--- src/rtl/uart_fifo_event_pkg.sv ---
package uart_fifo_event_pkg;

    typedef enum logic [3:0] {
        IRQ_MODEM  = 4'h0,
        IRQ_NONE   = 4'h1,
        IRQ_TXSLOT = 4'h2,
        IRQ_RXDATA = 4'h4,
        IRQ_LINE   = 4'h6,
        IRQ_RXTO   = 4'hC
    } irq_code_e;

    typedef struct packed {
        logic rx_hit;
        logic tx_hit;
        logic rx_dma;
        logic tx_dma;
    } trig_state_t;

    typedef struct packed {
        logic      line;
        logic      modem;
        irq_code_e id;
        logic      irq;
    } sel_state_t;

endpackage

--- src/rtl/uart_lvl_cmp.sv ---
module uart_lvl_cmp #(
    parameter int DEPTH = 32,
    parameter int CNT_W = 6,
    parameter int LVL_W = 5,
    parameter bit IS_RX = 1'b0
) (
    input  logic [CNT_W-1:0] count,
    input  logic [LVL_W-1:0] level,
    input  logic             fine,
    output logic             hit
);
    localparam int Q1 = DEPTH / 4;
    localparam int Q2 = DEPTH / 2;
    localparam int Q3 = (3 * DEPTH) / 4;
    localparam int E7 = DEPTH - DEPTH / 8;

    int cnt_i;
    int lvl_i;
    assign cnt_i = int'(count);
    assign lvl_i = int'(level);

    generate
        if (IS_RX) begin : g_rx
            always_comb begin
                if (fine) begin
                    hit = cnt_i > lvl_i;
                end else begin
                    unique case (level[1:0])
                        2'd0:    hit = cnt_i > 0;
                        2'd1:    hit = cnt_i > Q1 - 1;
                        2'd2:    hit = cnt_i > Q2 - 1;
                        default: hit = cnt_i > E7 - 1;
                    endcase
                end
            end
        end else begin : g_tx
            always_comb begin
                if (fine) begin
                    hit = cnt_i <= lvl_i;
                end else begin
                    unique case (level[1:0])
                        2'd0:    hit = cnt_i < DEPTH;
                        2'd1:    hit = cnt_i < Q3;
                        2'd2:    hit = cnt_i < Q2;
                        default: hit = cnt_i < Q1;
                    endcase
                end
            end
        end
    endgenerate
endmodule

--- src/rtl/uart_rx_char_timer.sv ---
module uart_rx_char_timer #(
    parameter int CNT_W    = 6,
    parameter int TO_CHARS = 4
) (
    input  logic             clk,
    input  logic             rst_n,
    input  logic [CNT_W-1:0] rx_count,
    input  logic             rx_push,
    input  logic             rx_pop,
    input  logic             char_tick,
    output logic             timeout
);
    localparam int TO_W = $clog2(TO_CHARS + 1);
    localparam logic [TO_W-1:0] TO_LIM = TO_W'(TO_CHARS);

    typedef struct packed {
        logic [TO_W-1:0] ticks;
    } tmr_state_t;

    tmr_state_t st_d, st_q;
    logic empty;

    assign empty = (rx_count == '0);

    always_comb begin
        st_d = st_q;
        if (rx_push || rx_pop || empty) begin
            st_d.ticks = '0;
        end else if (char_tick && st_q.ticks != TO_LIM) begin
            st_d.ticks = st_q.ticks + 1'b1;
        end
    end

    always_ff @(posedge clk or negedge rst_n) begin
        if (!rst_n) st_q <= '0;
        else        st_q <= st_d;
    end

    assign timeout = (st_q.ticks == TO_LIM) && !empty;

    assert_to_restart_R5: assert property (@(posedge clk) disable iff (!rst_n)
        (rx_push || rx_pop) |=> !timeout);
    assert_to_needs_tick_R5: assert property (@(posedge clk) disable iff (!rst_n)
        (!timeout && !char_tick) |=> !timeout);
endmodule

--- src/rtl/uart_irq_sel.sv ---
module uart_irq_sel
    import uart_fifo_event_pkg::*;
(
    input  logic      clk,
    input  logic      rst_n,
    input  logic      rx_avail,
    input  logic      rx_tmo,
    input  logic      tx_empty,
    input  logic      line_evt,
    input  logic      line_clr,
    input  logic      modem_evt,
    input  logic      modem_clr,
    input  logic      en_rx,
    input  logic      en_tx,
    input  logic      en_line,
    input  logic      en_modem,
    output logic      irq,
    output irq_code_e irq_id
);
    sel_state_t st_d, st_q;

    always_comb begin
        st_d = st_q;
        // sticky flags: event beats clear
        if (line_evt)       st_d.line = 1'b1;
        else if (line_clr)  st_d.line = 1'b0;
        if (modem_evt)      st_d.modem = 1'b1;
        else if (modem_clr) st_d.modem = 1'b0;

        st_d.irq = 1'b1;
        if (en_line && st_q.line)         st_d.id = IRQ_LINE;
        else if (en_rx && rx_avail)       st_d.id = IRQ_RXDATA;
        else if (en_rx && rx_tmo)         st_d.id = IRQ_RXTO;
        else if (en_tx && tx_empty)       st_d.id = IRQ_TXSLOT;
        else if (en_modem && st_q.modem)  st_d.id = IRQ_MODEM;
        else begin
            st_d.id  = IRQ_NONE;
            st_d.irq = 1'b0;
        end
    end

    always_ff @(posedge clk or negedge rst_n) begin
        if (!rst_n) begin
            st_q.line  <= 1'b0;
            st_q.modem <= 1'b0;
            st_q.id    <= IRQ_NONE;
            st_q.irq   <= 1'b0;
        end else begin
            st_q <= st_d;
        end
    end

    assign irq    = st_q.irq;
    assign irq_id = st_q.id;

    assert_line_first_R6: assert property (@(posedge clk) disable iff (!rst_n)
        (en_line && st_q.line) |=> (irq_id == IRQ_LINE));
    assert_masked_quiet_R7: assert property (@(posedge clk) disable iff (!rst_n)
        (!en_line && !en_rx && !en_tx && !en_modem) |=> (!irq && irq_id == IRQ_NONE));
    assert_tx_slot_R9: assert property (@(posedge clk) disable iff (!rst_n)
        (en_tx && tx_empty && !en_line && !en_rx) |=> (irq_id == IRQ_TXSLOT));
    assert_sticky_R10: assert property (@(posedge clk) disable iff (!rst_n)
        line_evt |=> st_q.line);
endmodule

--- src/rtl/uart_fifo_event_ctl.sv ---
module uart_fifo_event_ctl
    import uart_fifo_event_pkg::*;
#(
    parameter int DEPTH    = 32,
    parameter int LVL_W    = 5,
    parameter int TO_CHARS = 4,
    localparam int CNT_W   = $clog2(DEPTH + 1)
) (
    input  logic             clk,
    input  logic             rst_n,
    input  logic [CNT_W-1:0] rx_count,
    input  logic [CNT_W-1:0] tx_count,
    input  logic             rx_push,
    input  logic             rx_pop,
    input  logic             char_tick,
    input  logic             line_evt,
    input  logic             line_clr,
    input  logic             modem_evt,
    input  logic             modem_clr,
    input  logic             fine_mode,
    input  logic [LVL_W-1:0] tx_level,
    input  logic [LVL_W-1:0] rx_level,
    input  logic             dma_en,
    input  logic             en_rx,
    input  logic             en_tx,
    input  logic             en_line,
    input  logic             en_modem,
    output logic             rx_dma_req,
    output logic             tx_dma_req,
    output logic             irq,
    output logic [3:0]       irq_id
);
    trig_state_t st_d, st_q;
    logic rx_cmp, tx_cmp, rx_tmo;
    irq_code_e id_e;

    uart_lvl_cmp #(.DEPTH(DEPTH), .CNT_W(CNT_W), .LVL_W(LVL_W), .IS_RX(1'b1)) i_rx_cmp (
        .count(rx_count), .level(rx_level), .fine(fine_mode), .hit(rx_cmp));

    uart_lvl_cmp #(.DEPTH(DEPTH), .CNT_W(CNT_W), .LVL_W(LVL_W), .IS_RX(1'b0)) i_tx_cmp (
        .count(tx_count), .level(tx_level), .fine(fine_mode), .hit(tx_cmp));

    uart_rx_char_timer #(.CNT_W(CNT_W), .TO_CHARS(TO_CHARS)) i_timer (
        .clk(clk), .rst_n(rst_n), .rx_count(rx_count), .rx_push(rx_push),
        .rx_pop(rx_pop), .char_tick(char_tick), .timeout(rx_tmo));

    always_comb begin
        st_d        = st_q;
        st_d.rx_hit = rx_cmp;
        st_d.tx_hit = tx_cmp;
        st_d.rx_dma = dma_en && rx_cmp;
        st_d.tx_dma = dma_en && tx_cmp;
    end

    always_ff @(posedge clk or negedge rst_n) begin
        if (!rst_n) st_q <= '0;
        else        st_q <= st_d;
    end

    uart_irq_sel i_sel (
        .clk(clk), .rst_n(rst_n),
        .rx_avail(st_q.rx_hit), .rx_tmo(rx_tmo), .tx_empty(tx_count == '0),
        .line_evt(line_evt), .line_clr(line_clr),
        .modem_evt(modem_evt), .modem_clr(modem_clr),
        .en_rx(en_rx), .en_tx(en_tx), .en_line(en_line), .en_modem(en_modem),
        .irq(irq), .irq_id(id_e));

    assign irq_id     = id_e;
    assign rx_dma_req = st_q.rx_dma;
    assign tx_dma_req = st_q.tx_dma;

    assert_dma_off_R4: assert property (@(posedge clk) disable iff (!rst_n)
        !dma_en |=> (!rx_dma_req && !tx_dma_req));
    assert_rx_empty_quiet_R2: assert property (@(posedge clk) disable iff (!rst_n)
        (rx_count == '0) |=> !rx_dma_req);
    assert_tx_full_quiet_R1: assert property (@(posedge clk) disable iff (!rst_n)
        (!fine_mode && tx_count == CNT_W'(DEPTH)) |=> !tx_dma_req);
    assert_id_legal_R6: assert property (@(posedge clk) disable iff (!rst_n)
        irq |-> (irq_id inside {4'h0, 4'h2, 4'h4, 4'h6, 4'hC}));
endmodule

--- config.mk ---
export PLATFORM = sky130hd
export DESIGN_NAME = uart_fifo_event_ctl
export DESIGN_NICKNAME = d
export VERILOG_FILES = /design/src/rtl/uart_fifo_event_pkg.sv /design/src/rtl/uart_lvl_cmp.sv /design/src/rtl/uart_rx_char_timer.sv /design/src/rtl/uart_irq_sel.sv /design/src/rtl/uart_fifo_event_ctl.sv
export SDC_FILE = /design/constraint.sdc
export NUM_CORES = 1
export LEC_CHECK = 0
export BUFFER_PORTS_ARGS = -buffer_cell sky130_fd_sc_hd__buf_4
export CORE_UTILIZATION = 41
export CTS_BUF_LIST = sky130_fd_sc_hd__clkbuf_8 sky130_fd_sc_hd__clkbuf_16
export DETAILED_ROUTE_END_ITERATION = 12
export GPL_TIMING_DRIVEN = 0
export PLACE_DENSITY = 0.75
export SYNTH_ARGS = -nofsm -noshare
export SYNTH_HDL_FRONTEND = slang
export SYNTH_SLANG_ARGS = --single-unit
--- constraint.sdc ---
create_clock -name clk -period 1.18 [get_ports clk]
set_input_delay 0.177 -clock clk [delete_from_list [all_inputs] [get_ports clk]]
set_output_delay 0.177 -clock clk [all_outputs]
set_load 0.01 [all_outputs]
* After elaboration in Yosys (flattened, before gate mapping)
Index checks and enable logic that the tools add are counted.
Operators by class: $lt $le $gt $ge 10, muxes and demuxes 20, reductions and logical operators 19, equality and inequality tests 6, add/subtract/negate cells 1
Operator list (count):
- $mux W4 | 4
- $logic_not A6 Y1 | 2
- $lt A6 B5 Y1 const B | 2
- $mux W1 | 12
- $logic_and A1 B1 Y1 | 9
- $gt A6 B1 Y1 const B | 1
- $gt A6 B3 Y1 const B | 1
- $gt A6 B4 Y1 const B | 1
- $gt A6 B5 Y1 | 1
- $gt A6 B5 Y1 const B | 1
- $le A6 B5 Y1 | 1
- $lt A6 B4 Y1 const B | 1
- $lt A6 B6 Y1 const B | 1
- $mux W3 | 2
- $pmux W1 S3 | 2
- $reduce_bool A2 Y1 | 3
- $eq A2 B1 Y1 const B | 2
- $eq A2 B2 Y1 const B | 2
- $logic_not A2 Y1 | 2
- $add A3 B1 Y3 const B | 1
- $eq A3 B3 Y1 const B | 1
- $ne A3 B3 Y1 const B | 1
- $logic_or A1 B1 Y1 | 2
- $logic_not A1 Y1 | 1
Word-level totals: register bits 13, bits of input ports 37, logic and storage cells 64

* Depth between registers and ports, before layout
depth in word-level cells 7, mapped depth 6, mapped depth without buffers 6

* Hierarchy
Synthesis repeated with hierarchy kept, for this count alone.
Second synthesis, totals: cell total of the unflattened synthesis 98, area total of the unflattened synthesis 943.4 um^2
By module, submodules not included:
- uart_irq_sel | sequential area each 176.4 um^2, area an instance 289.0 um^2, cells each 23, instances 1
- uart_rx_char_timer | sequential area each 75.1 um^2, area an instance 207.7 um^2, cells each 20, instances 1
- uart_lvl_cmp at i_rx_cmp | sequential area each 0.0 um^2, area an instance 185.2 um^2, cells each 26, instances 1
- uart_lvl_cmp at i_tx_cmp | sequential area each 0.0 um^2, area an instance 156.4 um^2, cells each 22, instances 1
- uart_fifo_event_ctl | sequential area each 75.1 um^2, area an instance 105.1 um^2, cells each 7, instances 1

* Least setup slack after synthesis
OpenSTA, ideal clock, no wires.
kind flip-flop to flip-flop, start register i_timer.st_q[0] (netlist bit), end register i_timer.st_q[1] (netlist bit), cell stages (with the launch flop) 7, library setup time 0.118 ns, slack -0.069 ns, data required time 1.062 ns, path buffers 0, arrival time 1.131 ns, cells stage by stage dfrtp_1 -> inv_1 -> ha_1 -> a21boi_0 -> nor2_1 -> a21oi_1 -> nor2_1
On the way: cells in the longest elaborated chain, start to end 3
Ends and longest elaborated chain:
- from (decl) | RTL line uart_rx_char_timer.sv:20 | tmr_state_t st_d, st_q;
- from (signal assigned) | RTL line uart_rx_char_timer.sv:36 | else st_q <= st_d;
- $add A3 B1 Y3 or $ne A3 B3 Y1 (tied branches) | RTL line uart_rx_char_timer.sv:30, uart_rx_char_timer.sv:29
- $mux W3 or $logic_and A1 B1 Y1 (tied branches) | RTL line uart_rx_char_timer.sv:29 | end else if (char_tick && st_q.ticks != TO_LIM) begin
- $mux W3 or $reduce_bool A2 Y1 (tied branches)
Several ways; a longest one is shown, not always the timed one. The select of a mux whose other input is x is not followed. A chain may end at the register's enable or synchronous reset.

==> reports/results.tsv <==
stage	metric	value	unit
run_status	status	finished, final reports clean	
worst_setup_path	end_kind	flop	
run	drv_cap	0	
placement	portBuffers	43	
detailed_routing	wl_per_cell	12.3	um
clock_network	cts_made_buffers	3	
synthesis	synthCells	102	
layout	multi_input_area	539	um2
sta	max_slew_margin	74.8	%
worst_hold_path	hold_class	in -> reg	
detailed_routing	antenna_left	0	
global_route	grt_max_degree	14	
global_route	antenna_found_initial	0	
placement	dp.cells	172	
synthesis	synth_seq_area_share	35.6	%
worst_setup_path	arrival	1300	ps
layout	layout_common_cells	buf_4 (50), inv_1 (16), dfrtp_1 (12)	
clock_network	clockRootBuffer	clkbuf_8	
synthesis	ys_ff_latch	13	
placement	dp_slack	-242	ps
clock_network	cts.path.max_buffers	2	
die	core_area	2040	um2
detailed_routing	wl	2.21	mm
sta	rsz0062_at_grt	true	
detailed_routing	drt_pass1_iterations	4	
detailed_routing	drc	0	
sta	setup_slack	6.35	ps
layout	drive_above_1_share	40.5	%
synthesis	async_flop_share	100	%
synthesis	syn-num-nets	151	
worst_hold_path	min_delay_path_depth	2	
die	fp.dieH	49.3	um
placement	gp_congestion	0.876	
layout	nNetsFinal	203	
clock_network	htree_num_levels	1	
layout	area_growth_syn_to_layout	51.8	%
global_route	first_global_vias	941	
detailed_routing	vias	920	
pwr	power_density	879	nW/um2
clock_network	clk_pin_slew_worst_paths	60	ps
placement	dpl.hpwl	1.74	mm
global_route	track_usage	20.7	%
synthesis	synth_edf_count	0	
die	ios	44	
sta	fmax	852	MHz
die	die_w	49.3	um
sta	final.period_utilization	99.5	%
clock_network	cts_tree	yes	
sta	worst_pin_slew	375	ps
pwr	power.leakage	0.738	nW
synthesis	syn-cell-area	918	um2
pwr	ir_drop	0.454	mV
global_route	grt-ovfl-total	0	
worst_setup_path	cp_max_fo	3	
synthesis	ys_types	33	
layout	seqCellArea	327	um2
synthesis	synth.yosys.warnings	0	
die	dieArea	2430	um2
sta	setup_viol	0	
clock_network	cts.sink_count	13	
detailed_routing	viasPerCell	5.11	
clock_network	clkLatencyLatePin	250	ps
global_route	grt_pass1_wl	3.80	mm
layout	fillers	171	
synthesis	ys.flop_type	dfrtp_1	
sta	final-hold-violation-count	0	
layout	finalNonFillerCells	180	
detailed_routing	first_iter_violations	6	
worst_setup_path	start_kind	flop	
sta	maxSlewViolCount	0	
worst_setup_path	rr_worst_depth	3	
die	num_rows	16	
sta	skew	9.93	ps
worst_setup_path	critPathRequiredTime	1310	ps
sta	setup_tns	0	ps
die	start_util	45.0	%
layout	diodes	0	
sta	post-route-min-period	1170	ps
layout	layout_commonest_cell	buf_4	
worst_setup_path	path_class	reg -> reg	
synthesis	avgSynthCellArea	9.00	um2
-- synth_stat cells, types with 2 or more instances --
library cell / n / area (um2)
a21oi_1: 5 / 25.0
buf_4: 4 / 30.0
nor3_1: 4 / 20.0
nand4_1: 2 / 12.5
a21o_1: 2 / 15.0
nand3_1: 3 / 15.0
a22o_1: 2 / 17.5
dfrtp_1: 12 / 300
nand2_1: 6 / 22.5
inv_1: 17 / 63.8
a211oi_1: 2 / 15.0
nor2b_1: 2 / 12.5
o31ai_1: 2 / 15.0
and4b_1: 2 / 20.0
nor2_1: 8 / 30.0
ha_1: 12 / 150
-- worst max-delay path, stage by stage, from the launching register on --
cell	delay [ps]
dfrtp_1	380
a22o_1	230
a41o_1	230
or2_1	210
-- sequential cells by signal, summed over array words and instances, names as in the netlist --
register      flops
i_sel.irq         1
i_sel.irq_id      4
tx_dma_req        1
i_timer.st_q      3
st_q              1
i_sel.st_q        2
rx_dma_req        1
-- layer usage --
| metal | share of wire [%] | GRT usage, % | vias up |
|---|---|---|---|
| met1 | 43 | 23.2 | 420 |
| met5 | 0 | 0 | - |
| li1 | - | - | 462 |
| met3 | 4.4 | 3.74 | 5 |
| met2 | 50 | 36.3 | 33 |
| met4 | 2.3 | 11.8 | 0 |
-- where the power goes --
part	switching [mW]	internal [mW]	total, mW
clock network	0.160	0.230	0.389
registers	0.0114	0.478	0.489
logic	0.148	0.198	0.346
-- repair_timing --
item | 4_1_cts | 5_1_grt
setup buffers | 2 | 1
hold buffers | 1 | 0
endpoints found under the setup margin | 3 | 5
endpoints found under the hold margin | 13 | 0
pin swaps | 2 | 4
gates resized for setup | 2 | 7
-- metrics by stage --
| step | hold slack, ps | total power [mW] | utilization (%) | cell area [um2] |
|---|---|---|---|---|
| global route | 104 | 1.29 | 68.3 | 1390 |
| CTS | 103 | 1.21 | 66.2 | 1350 |
| floorplan | -119 | 0.637 | - | 918 |
| detailed placement | 26.5 | 0.815 | 62.4 | 1270 |
| global placement | 26.6 | 0.802 | 62.4 | 1270 |
| finish | 104 | 1.22 | 68.3 | 1390 |
-- area by class of cell --
cell class,count,area share (%)
sequential,13,23.4
clock buffer,3,2.96
timing repair buffer,47,25.5
clock inverter,1,0.269
buffer,4,2.15
inverter,17,4.58
tap,27,2.42
multi-input combinational,68,38.7
-- logic make-up after synthesis --
group | count (synthesis) | synth area share [%]
AOI/OAI and AO/OA | 22 | 17.0
xor gates and xnor gates | 1 | 0.954
adders and majority gates | 12 | 16.3
buffers and inverters | 21 | 10.2
DFF | 13 | 35.6
muxes | 1 | 1.09
and+or+nand+nor | 32 | 18.8
-- worst paths after layout --
path	slack [ps]	startpoint	end
worst max-delay path	6	st_q[3]$_DFF_PN0_	i_sel.irq$_DFF_PN0_
worst min-delay path	100	line_evt	i_sel.st_q[6]$_DFFE_PN0P_
worst max register to register	6	st_q[3]$_DFF_PN0_	i_sel.irq$_DFF_PN0_
worst min register to register	470	i_sel.st_q[5]$_DFFE_PN0P_	i_sel.st_q[5]$_DFFE_PN0P_
max in group asynchronous	630	rst_n	i_sel.irq_id[0]$_DFF_PN1_
min in group asynchronous	310	rst_n	i_timer.st_q[0]$_DFFE_PN0P_
(Power assumes the default switching activity.)
